### config.mk
export PLATFORM = sky130hd
export DESIGN_NAME = cla_adder16
export DESIGN_NICKNAME = d
export VERILOG_FILES = /design/src/rtl/cla_pkg.sv /design/src/rtl/cla_lookahead.sv /design/src/rtl/cla_group.sv /design/src/rtl/cla_adder16.sv
export SDC_FILE = /design/constraint.sdc
export NUM_CORES = 1
export LEC_CHECK = 0
export ABC_CLOCK_PERIOD_IN_PS = 5800
export BUFFER_PORTS_ARGS = -buffer_cell sky130_fd_sc_hd__buf_2
export CAP_MARGIN = 15
export CORE_ASPECT_RATIO = 1.1
export CORE_MARGIN = 1
export CORE_UTILIZATION = 30
export DETAILED_ROUTE_END_ITERATION = 6
export GPL_ROUTABILITY_DRIVEN = 0
export SYNTH_ARGS = -nofsm -noshare
export SYNTH_HDL_FRONTEND = slang
export SYNTH_SLANG_ARGS = --single-unit
### constraint.sdc
create_clock -name clk -period 5.8 [get_ports clk]
set_input_delay 0.29 -clock clk [delete_from_list [all_inputs] [get_ports clk]]
set_output_delay 0.29 -clock clk [all_outputs]
set_load 0.05 [all_outputs]
### src/rtl/cla_pkg.sv
package cla_pkg;
  localparam int unsigned CLA_GROUP_W    = 4;
  localparam int unsigned CLA_NUM_GROUPS = 4;
  localparam int unsigned CLA_DATA_W     = CLA_GROUP_W * CLA_NUM_GROUPS;
endpackage

### src/rtl/cla_lookahead.sv
// Generic lookahead unit: from N generate/propagate pairs and a carry-in it
// forms every carry as a flat sum of products, plus the combined generate
// and propagate of the whole span. Used both inside a group and across groups.
module cla_lookahead #(
  parameter int unsigned N = 4
) (
  input  logic [N-1:0] gen_i,
  input  logic [N-1:0] prop_i,
  input  logic         cin,
  output logic [N:0]   carry,
  output logic         span_gen,
  output logic         span_prop
);
  always_comb begin
    logic term;
    carry[0] = cin;
    for (int k = 1; k <= N; k++) begin
      term = cin;
      for (int i = 0; i < k; i++) term = term & prop_i[i];
      carry[k] = term;
      for (int j = 0; j < k; j++) begin
        term = gen_i[j];
        for (int i = j + 1; i < k; i++) term = term & prop_i[i];
        carry[k] = carry[k] | term;
      end
    end
    span_gen = 1'b0;
    for (int j = 0; j < N; j++) begin
      term = gen_i[j];
      for (int i = j + 1; i < N; i++) term = term & prop_i[i];
      span_gen = span_gen | term;
    end
    span_prop = &prop_i;
  end
endmodule

### src/rtl/cla_group.sv
// One lookahead group: bit terms, internal carries, sum bits, group terms.
module cla_group #(
  parameter int unsigned GW = 4
) (
  input  logic [GW-1:0] opa,
  input  logic [GW-1:0] opb,
  input  logic          cin,
  output logic [GW-1:0] sum,
  output logic          cout,
  output logic          grp_gen,
  output logic          grp_prop
);
  logic [GW-1:0] bit_g;
  logic [GW-1:0] bit_p;
  logic [GW:0]   c;

  assign bit_g = opa & opb;
  assign bit_p = opa | opb;

  cla_lookahead #(.N(GW)) u_la (
    .gen_i    (bit_g),
    .prop_i   (bit_p),
    .cin      (cin),
    .carry    (c),
    .span_gen (grp_gen),
    .span_prop(grp_prop)
  );

  assign sum  = opa ^ opb ^ c[GW-1:0];
  assign cout = c[GW];
endmodule

### src/rtl/cla_adder16.sv
module cla_adder16 #(
  parameter int unsigned GROUP_W    = cla_pkg::CLA_GROUP_W,
  parameter int unsigned NUM_GROUPS = cla_pkg::CLA_NUM_GROUPS,
  localparam int unsigned DATA_W    = GROUP_W * NUM_GROUPS
) (
  input  logic              clk,
  input  logic              rst,
  input  logic [DATA_W-1:0] in_a,
  input  logic [DATA_W-1:0] in_b,
  input  logic              in_cin,
  output logic [DATA_W-1:0] sum_q,
  output logic              cout_q
);
  logic [NUM_GROUPS-1:0] grp_g;
  logic [NUM_GROUPS-1:0] grp_p;
  logic [NUM_GROUPS-1:0] grp_cin;
  logic [NUM_GROUPS-1:0] grp_cout;
  logic [NUM_GROUPS:0]   lvl2_c;
  logic                  top_g;
  logic                  top_p;
  logic [DATA_W-1:0]     sum_d;
  logic                  cout_d;

  // Second level: carry into every group straight from the group terms.
  cla_lookahead #(.N(NUM_GROUPS)) u_lvl2 (
    .gen_i    (grp_g),
    .prop_i   (grp_p),
    .cin      (in_cin),
    .carry    (lvl2_c),
    .span_gen (top_g),
    .span_prop(top_p)
  );

  for (genvar k = 0; k < NUM_GROUPS; k++) begin : g_grp
    assign grp_cin[k] = lvl2_c[k];
    cla_group #(.GW(GROUP_W)) u_grp (
      .opa     (in_a[k*GROUP_W +: GROUP_W]),
      .opb     (in_b[k*GROUP_W +: GROUP_W]),
      .cin     (grp_cin[k]),
      .sum     (sum_d[k*GROUP_W +: GROUP_W]),
      .cout    (grp_cout[k]),
      .grp_gen (grp_g[k]),
      .grp_prop(grp_p[k])
    );
  end

  assign cout_d = grp_cout[NUM_GROUPS-1];

  always_ff @(posedge clk) begin
    if (rst) begin
      sum_q  <= '0;
      cout_q <= 1'b0;
    end else begin
      sum_q  <= sum_d;
      cout_q <= cout_d;
    end
  end
endmodule

==> implementation parameters <==
Parameter                              Value

Status
  Run status ... finished, final reports clean

Yosys
  Post-synthesis cell area ... 1540 um2
  Post-synthesis net count ... 253
  Count of cell types in the netlist ... 37
  Share of the synthesized area in the top cell type ... 26.0%
  Count of warnings emitted by yosys ... 0
  Number of enable flip-flop cells after synthesis ... 0
  Most used flip-flop cell after synthesis ... dfxtp_1
  Register area share after synthesis ... 22.1%
  Synth top area cells ... ha_1, dfxtp_1, inv_1
  Ranking of synthesized cells by instance count ... inv_1, ha_1, nor2_1
  Number of instances in the synthesized netlist ... 182
  Post-synthesis sequential element count ... 17
  Largest area contributor in the synthesized netlist ... ha_1
  Mapped Avg Cell Area ... 8.45 um2
  Fraction of synthesis flops using an asynchronous set or reset pin ... 0%
  Most repeated cell in the gate-level netlist after synthesis ... inv_1

Worst setup path
  Sort of element at the end of the critical path ... flop
  Critical path data arrival time ... 2.33 ns
  Most prevalent standard cell on the critical path ... inv_1
  Critical-path top delay cell ... fa_1
  Type of origin of the critical path ... input pin
  Cell breakdown of the critical path ... buf_2, inv_1, ha_1, inv_1, a21oi_1, o41ai_4, a211oi_2, o31ai_1, fa_1, nor2b_1
  Critical Path Max Stage Delay ... 0.46 ns
  Setup CP Type ... input pin to flop
  Crit-path max FO ... 6
  Endpoint required time on the critical path ... 5.93 ns

Die
  Starting Density ... 32.2%
  Total Die Area ... 5420 um2
  Core Footprint ... 4780 um2
  Standard-cell row count ... 26
  I/O pins ... between 50 and 60
  Floorplan die width ... 70.3 um
  Die Height ... 77.1 um

STA
  Worst hold margin ... just over 0.4 ns
  Finish-stage setup viols ... 0
  Setup WS post-layout ... 3.60 ns
  Maximum clock rate ... roughly 460 MHz
  Total count of hold-check failures in the final report ... 0
  Period Utilization, post-route ... approximately 38%
  Crit path time final ... 2.20 ns
  Relative slew margins ... 67.8%
  RSZ-0062 raised after global routing ... no
  Worst Max-Slew Pin Slew ... between 0.4 and 0.5 ns
  Setup TNS Final ... 0 ns
  Number of pins exceeding their max-slew limit in the final report ... 0

Cells and area
  Number of fillers in the final layout ... roughly 520
  Fraction of the core area covered by cells at the end of the flow ... 39.8%
  Non-filler cells, final ... 291
  Synth-to-Final Area Change ... 23.8%
  Fraction of final layout cells with drive strength greater than 1 ... 25.1%
  Number of diodes added for antenna fixing ... 0
  Storage cell area ... between 300 and 400 um2
  Nets@finish ... 307
  Area of the multi-input gates ... 1030 um2

Clocking
  Total CTS buffers ... 3
  CTS HTree Levels ... 1
  Clock root buffer master ... clkbuf_8
  Clock Sinks ... 17
  Clk pin slew, worst setup/hold paths ... 0.08 ns
  Number of gates resized after CTS ... 0
  Buffer count from post-CTS setup fixing ... 0
  CTS hold repair buffers ... 0
  Maximum clock insertion buffer count ... 2
  TritonCTS clock tree ... built

Global routing
  Antenna violations before repair ... 0
  Vias in the first global route ... approximately 1300
  Maximum number of pins on one net before global-route repair ... 24
  Total routing resource utilization after global routing ... between 10% and 20%
  Global-route wire length before repair ... 5240 um
  Grt total ovfl ... 0

Detailed routing
  Detail-routed via count per cell ... 4.50
  Final wirelength ... 3040 um
  Number of detailed-route iterations in the first pass ... 4
  Remaining antenna violation count after routing ... 0
  Total via count in the routed design ... 1310
  Drt wl/cell ... between 10 and 15 um
  Detailed-route DRC error count ... 0
  Detailed Route Iter0 Violations ... 50

Power and ir drop
  VDD IR max ... 77.3 uV
  Cell-internal power ... 0.242 mW
  Power share of the combinational group ... 43.7%
  Flop pwr share ... 33.5%
  Lkg Pwr ... 1.07 nW
  Net Sw Power ... around 0.17 mW
  Clk pwr share ... 22.8%
  Power per Cell Area ... 214 nW/um2
  Switching share of total power ... slightly above 40%

Worst hold path
  Hold Path Depth ... 3
  Hold_sp ... in_cin
  Worst Hold End ... sum_q[0]
  Min-Delay Path Class ... input pin to flop

Flow run
  Max-capacitance violation count ... 0

Placement
  HPWL reported at the end of detailed placement ... approximately 2600 um
  Setup WS pre-CTS ... about 3.3 ns
  Quantity of I/O buffers inserted on ports ... 51
  Total placed cells including tap cells ... around 290
how the worst max path moves through the flow:
stage            start   endpoint  slack (ns)  depth (start not counted)
2_1_floorplan  in_a[3]   sum_q[9]        3.57                         10
3_3_place_gp   in_a[3]   sum_q[9]        3.35                         11
3_5_place_dp   in_a[0]  sum_q[12]        3.31                         10
4_1_cts        in_a[0]  sum_q[12]        3.58                         10
5_1_grt        in_a[3]  sum_q[13]        3.37                         11
6_report       in_a[0]  sum_q[12]        3.60                         10
cell type report:
cell class                      count  area share, %
Clock buffer                        3           2.17
Clock inverter                      1          0.394
Inverter                           43           8.48
Multi-Input combinational cell    120           54.0
Sequential cell                    17           17.9
Tap cell                           56           3.68
Timing Repair Buffer               51           13.4
placed cells by master, fill, tap and decap left out, types with 4 or more instances in the layout:
cell type / n
dfxtp_1: 17
buf_2: 51
inv_1: 43
nor3_1: 5
ha_1: 32
nor2b_1: 7
nor2_1: 18
fa_1: 4
xnor2_1: 6
a21oi_1: 11
flip-flops by register name, summed over array words and instances, names as in the netlist:
| signal | cells |
|---|---|
| cout_q | 1 |
| sum_q | 16 |
power by group through the flow:
stage,clock network [mW],logic (mW),registers [mW]
6_report,0.0930,0.179,0.137
3_3_place_gp,0,0.179,0.140
4_1_cts,0.0986,0.181,0.137
5_1_grt,0.102,0.198,0.138
3_5_place_dp,0,0.180,0.139
2_1_floorplan,0,0.0743,0.199
cell families after synthesis:
group                      count (synthesis)  share of synthesized area (%)
buffers and inverters                     45                           11.0
and+or+nand+nor                           44                           14.5
adders and majority gates                 36                           31.2
AOI/OAI and AO/OA                         30                           15.3
DFF                                       17                           22.1
xor gates and xnor gates                   9                           5.13
muxes                                      1                          0.732
critical path: cells and delay by family:
kind	cells	cell delay, ns
AND/OR/NAND/NOR	1	0.13
adder cells (fa/ha/maj)	2	0.64
buffers and inverters	3	0.22
AO/OA/AOI/OAI	4	1.04
metal layers:
metal,routed length [um],up-vias,track usage [%],part of all wire [%]
li1,-,694,-,-
met1,1410,575,14.8,46
met2,1440,36,20.4,47
met3,145,5,1.84,4.8
met4,42,0,4.20,1.4
met5,0,-,0,0
per-stage QoR:
| stage | power (mW) | instance area [um2] |
|---|---|---|
| 5_1_grt | 0.438 | 1900 |
| 3_5_place_dp | 0.320 | 1860 |
| 3_3_place_gp | 0.318 | 1860 |
| 6_report | 0.408 | 1900 |
| 2_1_floorplan | 0.273 | 1540 |
| 4_1_cts | 0.417 | 1900 |
Note: power is estimated with default switching activity, not from simulation.
